$ cat config.mk
export PLATFORM = sky130hd
export DESIGN_NAME = data_bank_mapper
export DESIGN_NICKNAME = d
export VERILOG_FILES = /design/src/rtl/dbm_pkg.sv /design/src/rtl/dbm_addr_decode.sv /design/src/rtl/dbm_gpr_ram.sv /design/src/rtl/dbm_core_regs.sv /design/src/rtl/data_bank_mapper.sv
export SDC_FILE = /design/constraint.sdc
export NUM_CORES = 1
export LEC_CHECK = 0
export ABC_AREA = 1
export ABC_CLOCK_PERIOD_IN_PS = 2700
export BUFFER_PORTS_ARGS = -buffer_cell sky130_fd_sc_hd__buf_4
export CAP_MARGIN = 20
export CELL_PAD_IN_SITES_DETAIL_PLACEMENT = 1
export CELL_PAD_IN_SITES_GLOBAL_PLACEMENT = 2
export CORE_MARGIN = 4
export CORE_UTILIZATION = 42
export CTS_CLUSTER_DIAMETER = 150
export CTS_CLUSTER_SIZE = 24
export DETAILED_ROUTE_END_ITERATION = 8
export PLACE_DENSITY = 0.8
export SLEW_MARGIN = 20
export SYNTH_ARGS = -nofsm -noshare
export SYNTH_HDL_FRONTEND = slang
export SYNTH_SLANG_ARGS = --single-unit
export TNS_END_PERCENT = 1
$ cat constraint.sdc
create_clock -name clk -period 2.7 [get_ports clk]
set_input_delay 0.27 -clock clk [delete_from_list [all_inputs] [get_ports clk]]
set_output_delay 0.27 -clock clk [all_outputs]
set_load 0.1 [all_outputs]
$ cat src/rtl/dbm_pkg.sv
package dbm_pkg;
  typedef enum logic [2:0] {
    TGT_NONE   = 3'd0,
    TGT_STATUS = 3'd1,
    TGT_FSR    = 3'd2,
    TGT_EXT    = 3'd3,
    TGT_RAM    = 3'd4
  } dbm_tgt_e;
endpackage

$ cat src/rtl/dbm_addr_decode.sv
module dbm_addr_decode
  import dbm_pkg::*;
#(
  parameter int OFS_W       = 7,
  parameter int SFR_SPAN    = 32,
  parameter int COMMON_BASE = 'h70,
  parameter int IND_OFS     = 0,
  parameter int STATUS_OFS  = 3,
  parameter int FSR_OFS     = 4,
  parameter logic [SFR_SPAN-1:0] MIRROR_MASK = 32'h0000_0C1D,
  parameter int IDX_W       = $clog2(SFR_SPAN),
  parameter int RAM_AW      = $clog2((1 << OFS_W) - SFR_SPAN)
) (
  input  logic [OFS_W-1:0]  offset,
  input  logic              bank_bit,
  input  logic [OFS_W:0]    fsr,
  output dbm_tgt_e          tgt,
  output logic [RAM_AW-1:0] ram_idx,
  output logic              ext_bank,
  output logic [IDX_W-1:0]  ext_idx
);
  localparam logic [OFS_W-1:0] SFR_END  = OFS_W'(SFR_SPAN);
  localparam logic [OFS_W-1:0] CMN_LO   = OFS_W'(COMMON_BASE);
  localparam logic [OFS_W-1:0] IND_A    = OFS_W'(IND_OFS);
  localparam logic [OFS_W-1:0] STATUS_A = OFS_W'(STATUS_OFS);
  localparam logic [OFS_W-1:0] FSR_A    = OFS_W'(FSR_OFS);

  logic [OFS_W:0]   full_addr;
  logic [OFS_W-1:0] eff_ofs;
  logic             is_sfr;
  logic             mirrored;
  logic             phys_bank;
  logic [OFS_W-1:0] ram_ofs;

  always_comb begin
    full_addr = (offset == IND_A) ? fsr : {bank_bit, offset};
    eff_ofs   = full_addr[OFS_W-1:0];
    is_sfr    = eff_ofs < SFR_END;
    mirrored  = is_sfr && MIRROR_MASK[eff_ofs[IDX_W-1:0]];
    phys_bank = full_addr[OFS_W] & ~mirrored;
    ram_ofs   = eff_ofs - SFR_END;
    ram_idx   = ram_ofs[RAM_AW-1:0];
    ext_bank  = phys_bank;
    ext_idx   = eff_ofs[IDX_W-1:0];
    if (eff_ofs == IND_A)                   tgt = TGT_NONE;
    else if (eff_ofs == STATUS_A)           tgt = TGT_STATUS;
    else if (eff_ofs == FSR_A)              tgt = TGT_FSR;
    else if (is_sfr)                        tgt = TGT_EXT;
    else if (phys_bank && eff_ofs < CMN_LO) tgt = TGT_NONE;
    else                                    tgt = TGT_RAM;
  end
endmodule

$ cat src/rtl/dbm_gpr_ram.sv
module dbm_gpr_ram #(
  parameter int DATA_W = 8,
  parameter int DEPTH  = 96,
  parameter int AW     = $clog2(DEPTH)
) (
  input  logic              clk,
  input  logic              we,
  input  logic [AW-1:0]     addr,
  input  logic [DATA_W-1:0] wdata,
  output logic [DATA_W-1:0] rdata
);
  localparam logic [AW-1:0] LAST = AW'(DEPTH - 1);

  logic [DATA_W-1:0] mem [DEPTH];

  always_ff @(posedge clk) begin
    if (we && addr <= LAST) mem[addr] <= wdata;
  end

  always_comb rdata = (addr <= LAST) ? mem[addr] : '0;
endmodule

$ cat src/rtl/dbm_core_regs.sv
module dbm_core_regs #(
  parameter int DATA_W = 8
) (
  input  logic              clk,
  input  logic              rst_n,
  input  logic              status_we,
  input  logic              fsr_we,
  input  logic [DATA_W-1:0] wdata,
  output logic [DATA_W-1:0] status_q,
  output logic [DATA_W-1:0] fsr_q
);
  logic [DATA_W-1:0] status_d;
  logic [DATA_W-1:0] fsr_d;

  always_comb begin
    status_d = status_we ? wdata : status_q;
    fsr_d    = fsr_we    ? wdata : fsr_q;
  end

  always_ff @(posedge clk or negedge rst_n) begin
    if (!rst_n) begin
      status_q <= '0;
      fsr_q    <= '0;
    end else begin
      status_q <= status_d;
      fsr_q    <= fsr_d;
    end
  end
endmodule

$ cat src/rtl/data_bank_mapper.sv
module data_bank_mapper
  import dbm_pkg::*;
#(
  parameter int DATA_W      = 8,
  parameter int OFS_W       = 7,
  parameter int SFR_SPAN    = 32,
  parameter int COMMON_BASE = 'h70,
  parameter int BANK_BIT    = 5,
  parameter logic [SFR_SPAN-1:0] MIRROR_MASK = 32'h0000_0C1D,
  localparam int IDX_W      = $clog2(SFR_SPAN),
  localparam int RAM_DEPTH  = (1 << OFS_W) - SFR_SPAN,
  localparam int RAM_AW     = $clog2(RAM_DEPTH)
) (
  input  logic              clk,
  input  logic              rst_n,
  input  logic              acc_en,
  input  logic              acc_we,
  input  logic [OFS_W-1:0]  acc_offset,
  input  logic [DATA_W-1:0] acc_wdata,
  output logic [DATA_W-1:0] acc_rdata,
  output logic              ext_sel,
  output logic              ext_we,
  output logic              ext_bank,
  output logic [IDX_W-1:0]  ext_idx,
  input  logic [DATA_W-1:0] ext_rdata,
  output logic [DATA_W-1:0] status_q_o,
  output logic [DATA_W-1:0] fsr_q_o
);
  logic [1:0]        rst_sync_q;
  logic              rst_int_n;
  logic              wr_go;
  dbm_tgt_e          tgt;
  logic [RAM_AW-1:0] ram_idx;
  logic [DATA_W-1:0] ram_rdata;
  logic [DATA_W-1:0] status_q;
  logic [DATA_W-1:0] fsr_q;

  // asynchronous assertion, synchronous release
  always_ff @(posedge clk or negedge rst_n) begin
    if (!rst_n) rst_sync_q <= 2'b00;
    else        rst_sync_q <= {rst_sync_q[0], 1'b1};
  end
  assign rst_int_n = rst_sync_q[1];

  dbm_addr_decode #(
    .OFS_W(OFS_W), .SFR_SPAN(SFR_SPAN), .COMMON_BASE(COMMON_BASE),
    .MIRROR_MASK(MIRROR_MASK)
  ) u_decode (
    .offset   (acc_offset),
    .bank_bit (status_q[BANK_BIT]),
    .fsr      (fsr_q[OFS_W:0]),
    .tgt      (tgt),
    .ram_idx  (ram_idx),
    .ext_bank (ext_bank),
    .ext_idx  (ext_idx)
  );

  assign wr_go = acc_en & acc_we;

  dbm_gpr_ram #(.DATA_W(DATA_W), .DEPTH(RAM_DEPTH)) u_ram (
    .clk   (clk),
    .we    (wr_go && tgt == TGT_RAM),
    .addr  (ram_idx),
    .wdata (acc_wdata),
    .rdata (ram_rdata)
  );

  dbm_core_regs #(.DATA_W(DATA_W)) u_regs (
    .clk       (clk),
    .rst_n     (rst_int_n),
    .status_we (wr_go && tgt == TGT_STATUS),
    .fsr_we    (wr_go && tgt == TGT_FSR),
    .wdata     (acc_wdata),
    .status_q  (status_q),
    .fsr_q     (fsr_q)
  );

  always_comb begin
    ext_sel = acc_en && tgt == TGT_EXT;
    ext_we  = ext_sel && acc_we;
    if (!acc_en) acc_rdata = '0;
    else begin
      unique case (tgt)
        TGT_STATUS: acc_rdata = status_q;
        TGT_FSR:    acc_rdata = fsr_q;
        TGT_EXT:    acc_rdata = ext_rdata;
        TGT_RAM:    acc_rdata = ram_rdata;
        default:    acc_rdata = '0;
      endcase
    end
  end

  assign status_q_o = status_q;
  assign fsr_q_o    = fsr_q;
endmodule

### Word level (Yosys, flattened, before mapping)

Memories as Yosys holds them, arrays and structs flattened.
Index checks and enable logic that the tools add are counted.

| cells by class | value |
|---|---|
| add/subtract/negate cells | 1 |
| magnitude comparators | 4 |
| equality and inequality tests | 6 |
| mux-type cells | 12 |
| bitwise logic cells | 3 |
| reduce and logical (&&, ||, !) cells | 10 |

Operators with widths:

| operator | number |
|---|---|
| 8-bit case mux with 4 select lines | 1 |
| 8-bit 2-to-1 mux | 3 |
| 3-bit 2-to-1 mux | 5 |
| 7-bit zero test | 2 |
| 1-bit logical AND | 8 |
| 7-bit by 2-bit == test with 1-bit output, second input constant | 1 |
| 7-bit by 3-bit == test with 1-bit output, second input constant | 1 |
| 7-bit <= comparator, second input constant | 1 |
| 7-bit by 6-bit < comparator with 1-bit output, second input constant | 1 |
| 7-bit < comparator, second input constant | 1 |
| 7-bit by 6-bit subtractor with 7-bit output, second input constant | 1 |
| 3-bit by 2-bit == test with 1-bit output, second input constant | 2 |
| 5-bit by 6-bit < comparator with 1-bit output, second input constant | 1 |
| 3-bit by 1-bit == test with 1-bit output, second input constant | 1 |
| 3-bit == test, second input constant | 1 |
| 1-bit 2-to-1 mux | 3 |
| 1-bit bitwise AND | 2 |
| 1-bit inverter | 1 |

| storage, ports and cells | value |
|---|---|
| register bits after elaboration | 18 |
| RAM bits | 768 |
| ROM bits | 32 |
| bits of input ports | 27 |
| output and inout bits | 32 |
| logic and storage cells | 41 |
| memories kept | 2 |

Memories:

| name | words | width | rd ports | clocked after memory_dff | wr ports | line | RTL |
|---|---|---|---|---|---|---|---|
| u_ram.mem | 96 | 8 | 1 | 0 | 1 | dbm_gpr_ram.sv:14 | `logic [DATA_W-1:0] mem [DEPTH];` |
| (no name shown) | 32 | 1 | 1 | 0 | 0 | dbm_addr_decode.sv:39 | `mirrored = is_sfr && MIRROR_MASK[eff_ofs[IDX_W-1:0]];` |

### Logic depth before layout (Yosys ltp)

| depth | value |
|---|---|
| word-level depth | 18 |
| gate-level depth with buffers | 20 |

### Hierarchy

Synthesis repeated with hierarchy kept, for this count alone.

| second synthesis, totals | value |
|---|---|
| cells, all modules | 3,085 |
| area, all modules | 33,627.3 um^2 |

By module, submodules not included:

| module | times used | cells an instance | area each (um^2) | seq. area each (um^2) |
|---|---|---|---|---|
| dbm_gpr_ram | 1 | 2,857 | 32,113.3 | 23,062.1 |
| dbm_core_regs | 1 | 68 | 610.6 | 400.4 |
| data_bank_mapper | 1 | 86 | 506.7 | 50.0 |
| dbm_addr_decode | 1 | 74 | 396.6 | 0.0 |

### Worst setup path after synthesis

OpenSTA, ideal clock, no wires.

| timing | value |
|---|---|
| path type | register -> output |
| start point | reg u_regs.fsr_q[3] |
| end point | out acc_rdata[5] |
| arrival time | 4.545 ns |
| data required time | 2.430 ns |
| path slack | -2.115 ns |
| cell stages (with the launch flop) | 12 |
| buffers on the path | 1 |
| path through | dfrtp_1 inv_1 o21ai_2 nor2_1 inv_1 clkbuf_1 nor2_1 nor2_1 nand3_1 nand3_1 nand2_1 a21oi_1 |

| between the ends | value |
|---|---|
| cells in the longest elaborated chain, start to end | 15 |
| elaborated cells on any way between the ends | 27 |
| those cells by class | add/sub (1); order compare (3); eq/ne (6); mux (10); bitwise (2); reduce/logical (3); memory (2) |

RTL lines:

| item | line | RTL |
|---|---|---|
| start: declaration | dbm_core_regs.sv:10 | `output logic [DATA_W-1:0] fsr_q` |
| start signal: assignment | dbm_core_regs.sv:26 | `fsr_q <= fsr_d;` |
| 8-bit 2-to-1 mux (*) | dbm_addr_decode.sv:36 | `full_addr = (offset == IND_A) ? fsr : {bank_bit, offset};` |
| via ext_idx[3] | data_bank_mapper.sv:24 | `output logic [IDX_W-1:0] ext_idx,` |
| memory 32 x 1 bit | -- |  |
| 1-bit 2-to-1 mux (not written as such) | dbm_addr_decode.sv:39 |  |
| 1-bit logical AND | dbm_addr_decode.sv:39 |  |
| 1-bit inverter | dbm_addr_decode.sv:40 | `phys_bank = full_addr[OFS_W] & ~mirrored;` |
| 1-bit bitwise AND | dbm_addr_decode.sv:40 |  |
| 1-bit logical AND | dbm_addr_decode.sv:49 | `else if (phys_bank && eff_ofs < CMN_LO) tgt = TGT_NONE;` |
| 3-bit 2-to-1 mux | dbm_addr_decode.sv:49 |  |
| 3-bit 2-to-1 mux | dbm_addr_decode.sv:48 | `else if (is_sfr) tgt = TGT_EXT;` |
| 3-bit 2-to-1 mux | dbm_addr_decode.sv:47 | `else if (eff_ofs == FSR_A) tgt = TGT_FSR;` |
| 3-bit 2-to-1 mux | dbm_addr_decode.sv:46 | `else if (eff_ofs == STATUS_A) tgt = TGT_STATUS;` |
| 3-bit 2-to-1 mux | dbm_addr_decode.sv:45 | `if (eff_ofs == IND_A) tgt = TGT_NONE;` |
| 3-bit == test (tied with other cells) | data_bank_mapper.sv:83 | `unique case (tgt)` |
| 8-bit case mux with 4 select lines (*) | data_bank_mapper.sv:83 |  |
| 8-bit 2-to-1 mux (*) | data_bank_mapper.sv:81 | `if (!acc_en) acc_rdata = '0;` |
| end: declaration | data_bank_mapper.sv:20 | `output logic [DATA_W-1:0] acc_rdata,` |

Mark *: on every way through the listed nets, which the timed path passes. The rest lies on a longest branch. The select of a mux whose other input is x is not followed.

### Final worst setup path

| timing | value |
|---|---|
| start point | reg u_regs.fsr_q[1] |
| end point | out acc_rdata[5] |

| between the ends | value |
|---|---|
| cells in the longest elaborated chain, start to end | 15 |
| elaborated cells on any way between the ends | 27 |
| those cells by class | add/sub (1); order compare (3); eq/ne (6); mux (10); bitwise (2); reduce/logical (3); memory (2) |

RTL lines:

| item | line |
|---|---|
| 8-bit 2-to-1 mux (*) | dbm_addr_decode.sv:36 |
| memory 32 x 1 bit | -- |
| 1-bit 2-to-1 mux (not written as such) | dbm_addr_decode.sv:39 |
| 1-bit logical AND | dbm_addr_decode.sv:39 |
| 1-bit inverter | dbm_addr_decode.sv:40 |
| 1-bit bitwise AND | dbm_addr_decode.sv:40 |
| 1-bit logical AND | dbm_addr_decode.sv:49 |
| 3-bit 2-to-1 mux | dbm_addr_decode.sv:49 |
| 3-bit 2-to-1 mux | dbm_addr_decode.sv:48 |
| 3-bit 2-to-1 mux | dbm_addr_decode.sv:47 |
| 3-bit 2-to-1 mux | dbm_addr_decode.sv:46 |
| 3-bit 2-to-1 mux | dbm_addr_decode.sv:45 |
| 3-bit == test (tied with other cells) | data_bank_mapper.sv:83 |
| 8-bit case mux with 4 select lines (*) | data_bank_mapper.sv:83 |
| 8-bit 2-to-1 mux (*) | data_bank_mapper.sv:81 |

Mark *: on every way between the ends. The rest lies on a longest branch, timed or not. The select of a mux whose other input is x is not followed.

==> report_table.html <==
<table>
<tr><th>Metric</th><th>Value</th></tr>
<tr><th colspan="2">Status</th></tr>
<tr><td>Status</td><td>complete, but fails checks</td></tr>
<tr><td>Violated checks</td><td>setup timing</td></tr>
<tr><th colspan="2">Finish</th></tr>
<tr><td>Most common library cell in the layout ignoring fill and taps</td><td>sky130_fd_sc_hd__nand2_1</td></tr>
<tr><td>Share of cells above drive strength 1</td><td>about a fifth</td></tr>
<tr><td>Most frequent cells in the layout</td><td>sky130_fd_sc_hd__nand2_1, sky130_fd_sc_hd__edfxtp_1, sky130_fd_sc_hd__nand3_1</td></tr>
<tr><td>Final Non-Filler Cells</td><td>between 4,000 and 5,000</td></tr>
<tr><td>Final cell area excluding filler cells</td><td>between 0.04 and 0.05 mm2</td></tr>
<tr><td>Number of filler instances in the final layout</td><td>8,434</td></tr>
<tr><td>Number of nets in the layout</td><td>3,502</td></tr>
<tr><td>Area Overhead vs Synth</td><td>23.08%</td></tr>
<tr><th colspan="2">Drt</th></tr>
<tr><td>Residual antenna-violating net count after detailed routing</td><td>0</td></tr>
<tr><td>Number of design rule violations left after detail routing</td><td>0</td></tr>
<tr><td>Routed wire per std cell</td><td>approximately 24 um</td></tr>
<tr><td>Total wire length</td><td>109,100 um</td></tr>
<tr><td>DR vias</td><td>24,460</td></tr>
<tr><td>Initial detailed-routing violation count</td><td>about 1,900</td></tr>
<tr><td>TritonRoute pass-1 iters</td><td>6</td></tr>
<tr><td>Via-per-instance ratio</td><td>~5.4</td></tr>
<tr><th colspan="2">Yosys</th></tr>
<tr><td>Number of warnings reported in the yosys synthesis log</td><td>0</td></tr>
<tr><td>Mapped Nets</td><td>3,221</td></tr>
<tr><td>Number of standard cells after synthesis</td><td>3,189</td></tr>
<tr><td>Post-synthesis cell type with the largest combined area</td><td>sky130_fd_sc_hd__edfxtp_1</td></tr>
<tr><td>Ranking of synthesized cells by area</td><td>sky130_fd_sc_hd__edfxtp_1, sky130_fd_sc_hd__nand2_1, sky130_fd_sc_hd__nand3_1</td></tr>
<tr><td>Synth Register Bits</td><td>roughly 800</td></tr>
<tr><td>Portion of synthesized cell area occupied by the leading cell type</td><td>between 60% and 70%</td></tr>
<tr><td>Distinct cells, synth</td><td>32</td></tr>
<tr><td>Mean instance size in the synthesized netlist</td><td>10.59 um2</td></tr>
<tr><td>Sequential cell area fraction in the yosys report</td><td>69.63%</td></tr>
<tr><td>Post-synthesis instance area</td><td>0.03377 mm2</td></tr>
<tr><th colspan="2">Place</th></tr>
<tr><td>Total of buffers placed on input and output ports</td><td>58</td></tr>
<tr><td>Post-placement cell count</td><td>4,444</td></tr>
<tr><td>DP Worst Slack</td><td>-853.0 ps</td></tr>
<tr><td>Detailed-placement wirelength estimate</td><td>71,080 um</td></tr>
<tr><td>Placer congestion estimate</td><td>a little under 0.9</td></tr>
<tr><td>Placed standard-cell area</td><td>approximately 0.039 mm2</td></tr>
<tr><th colspan="2">Worst setup path</th></tr>
<tr><td>Data arrival time of the critical path</td><td>3330 ps</td></tr>
<tr><td>Required arrival time at the worst endpoint</td><td>2430 ps</td></tr>
<tr><td>Startpoint of the lowest-slack register-to-register path</td><td>u_regs.fsr_q[0]</td></tr>
<tr><td>Crit start category</td><td>register</td></tr>
<tr><td>Path depth of the worst reg2reg path</td><td>14</td></tr>
<tr><td>Maximum fanout along the worst path</td><td>19</td></tr>
<tr><td>Critical Path Sink Type</td><td>output pin</td></tr>
<tr><td>Critical path origin</td><td>u_regs.fsr_q[1]</td></tr>
<tr><td>Worst setup path class</td><td>reg -&gt; out</td></tr>
<tr><th colspan="2">Clock tree</th></tr>
<tr><td>Clk root buf</td><td>sky130_fd_sc_hd__clkbuf_16</td></tr>
<tr><td>Clock transition at path regs</td><td>~100 ps</td></tr>
<tr><td>Clock buffers created by TritonCTS</td><td>38</td></tr>
<tr><td>Depth of the CTS H-tree</td><td>2</td></tr>
<tr><td>Sink count of the clock tree</td><td>786</td></tr>
<tr><td>TritonCTS clock tree</td><td>built</td></tr>
<tr><td>Clock latency on the worst-skew pair</td><td>620 ps</td></tr>
<tr><td>CTS max path bufs</td><td>3</td></tr>
<tr><th colspan="2">Floorplan</th></tr>
<tr><td>Core box area</td><td>0.07939 mm2</td></tr>
<tr><td>Total Die Area</td><td>between 0.08 and 0.09 mm2</td></tr>
<tr><td>Die Width</td><td>291.6 um</td></tr>
<tr><td>Die boundary height</td><td>roughly 290 um</td></tr>
<tr><td>Cell Rows</td><td>103</td></tr>
<tr><td>Ports placed on the boundary</td><td>59</td></tr>
<tr><td>Initial Util</td><td>42.54%</td></tr>
<tr><th colspan="2">Global route</th></tr>
<tr><td>Via count of the first global-routing pass</td><td>~26,000</td></tr>
<tr><td>Global-route congestion overflow total</td><td>0</td></tr>
<tr><td>Global-route wire length before repair</td><td>162,500 um</td></tr>
<tr><td>Antenna violations before repair</td><td>1</td></tr>
<tr><td>Maximum number of pins on one net before global-route repair</td><td>66</td></tr>
<tr><td>Global Route Usage Sum</td><td>25.05%</td></tr>
<tr><th colspan="2">Timing</th></tr>
<tr><td>Final slew viol count</td><td>0</td></tr>
<tr><td>Max Clock Freq</td><td>277.8 MHz</td></tr>
<tr><td>Worst slew slack as a fraction of its limit</td><td>53.27%</td></tr>
<tr><td>Setup repair after global routing missed its margin</td><td>yes</td></tr>
<tr><td>Number of hold violations in the final report</td><td>0</td></tr>
<tr><td>PnR worst setup slack</td><td>-899.6 ps</td></tr>
<tr><td>Tcrit/Tclk final</td><td>133.3%</td></tr>
<tr><td>Final Skew</td><td>24.68 ps</td></tr>
<tr><td>Slew @ Worst Pin</td><td>700.9 ps</td></tr>
<tr><td>Endpoints failing setup</td><td>roughly 780</td></tr>
<tr><td>Final critical-path required period</td><td>3600 ps</td></tr>
<tr><th colspan="2">Worst hold path</th></tr>
<tr><td>Worst hold stages</td><td>1</td></tr>
<tr><td>Min-delay worst type</td><td>in -&gt; reg</td></tr>
<tr><td>Hold Path Origin</td><td>acc_wdata[1]</td></tr>
<tr><th colspan="2">Job</th></tr>
<tr><td>Number of violations of the max-capacitance limit</td><td>0</td></tr>
<tr><th colspan="2">Pwr</th></tr>
<tr><td>Pwr dens</td><td>approximately 540 mW/mm2</td></tr>
<tr><td>Leakage power total</td><td>16.14 nW</td></tr>
<tr><td>Total power</td><td>22.30 mW</td></tr>
<tr><td>Worst vdd rail ir drop</td><td>0.0005265 V</td></tr>
</table>
[cell usage after synthesis (all sizes together)]
master     n
a21oi     16
a31o       1
buf       78
clkbuf   100
clkinv     1
conb       1
dfrtp     18
edfxtp   768
ha         5
inv      180
nand2   1197
nand3    377
nand3b   120
nand4     20
nor2     269
nor3       3
o211a      3
o21ai     30
o21bai     1
o22ai      1
[final timing paths]
| check | endpoint | slack, ps |
|---|---|---|
| setup / recovery | acc_rdata[5] | -900 |
| hold / removal | u_ram.mem[24][1] | 150 |
| setup reg to reg | u_ram.mem[57][5] | -300 |
| hold reg to reg | u_regs.fsr_q[3] | 270 |
| max in group asynchronous | u_regs.fsr_q[6] | 1940 |
| min in group asynchronous | u_regs.fsr_q[3] | 270 |
[sequential cells by signal, indices dropped and copies added (netlist names)]
| name | flops |
|---|---|
| u_ram.mem | 768 |
| u_regs.fsr_q | 8 |
| rst_sync_q | 2 |
| u_regs.status_q | 8 |
[stage by stage]
stage	TNS (ps)	hold slack, ps	util, %
4_1_cts	-161730	137.7	51.70
3_3_place_gp	-480360	56.50	49.23
3_5_place_dp	-483130	57.09	49.23
5_1_grt	-225180	153.9	52.35
6_report	-148650	151.0	52.35
2_1_floorplan	-282760	-25.59	-
[timing repair]
item	CTS	global route
buffers inserted	12	9
hold buffers	2	0
cloned	10	3
gates resized for setup	127	97
endpoints found under the setup margin	779	779
pin swaps	18	31
hold endpoints to repair	2	0
[per-layer routing]
| layer | vias to the layer above | routed length (um) | share of wire, % | GRT usage (%) |
|---|---|---|---|---|
| li1 | 11220 | - | - | - |
| met1 | 12530 | 44460 | 41 | 32.02 |
| met2 | 554 | 56410 | 52 | 45.21 |
| met3 | 154 | 4589 | 4.2 | 2.411 |
| met4 | 0 | 3609 | 3.3 | 7.768 |
| met5 | - | 0 | 0 | 0 |
[power breakdown]
group / total [mW] / leakage, nW / switching [mW] / internal [mW]
logic: 2.51 / 8.51 / 1.69 / 0.820
clock network: 6.38 / 0.495 / 3.78 / 2.60
registers: 13.4 / 7.13 / 0.0212 / 13.4
[area by class of cell]
cell class / instances / area [um2] / area share (%)
clock inverters: 4 / 42.54 / 0.1024
repair buffers: 419 / 5112 / 12.30
well taps: 1050 / 1314 / 3.161
flip-flops and latches: 786 / 23530 / 56.62
diodes: 1 / 2.502 / 0.006021
inverters: 181 / 708.2 / 1.704
clock buffers: 44 / 973.4 / 2.342
multi-input cells: 2044 / 9874 / 23.76
[critical path, stage by stage (launching register included)]
cell,delay [ps]
sky130_fd_sc_hd__dfrtp_2,470
sky130_fd_sc_hd__nand3_4,110
sky130_fd_sc_hd__nor2_4,50
sky130_fd_sc_hd__nor2_4,240
sky130_fd_sc_hd__a21oi_4,110
sky130_fd_sc_hd__buf_12,190
sky130_fd_sc_hd__buf_12,140
sky130_fd_sc_hd__nand3_1,80
sky130_fd_sc_hd__nand2_1,70
sky130_fd_sc_hd__nor2_1,130
sky130_fd_sc_hd__nor2_1,60
sky130_fd_sc_hd__nor2_1,160
sky130_fd_sc_hd__nand3_1,180
sky130_fd_sc_hd__nand3_2,120
sky130_fd_sc_hd__nand2_2,70
sky130_fd_sc_hd__a21oi_4,300
sky130_fd_sc_hd__buf_12,220
[cells by family after synthesis]
logic type	count (synthesis)	synth area share (%)
fa+ha+maj	5	0.1853
other cells	1	0.01110
simple gates	1986	25.09
compound gates	52	0.9375
flops	786	69.63
buf+inv	359	4.146
(Power assumes the default switching activity.)
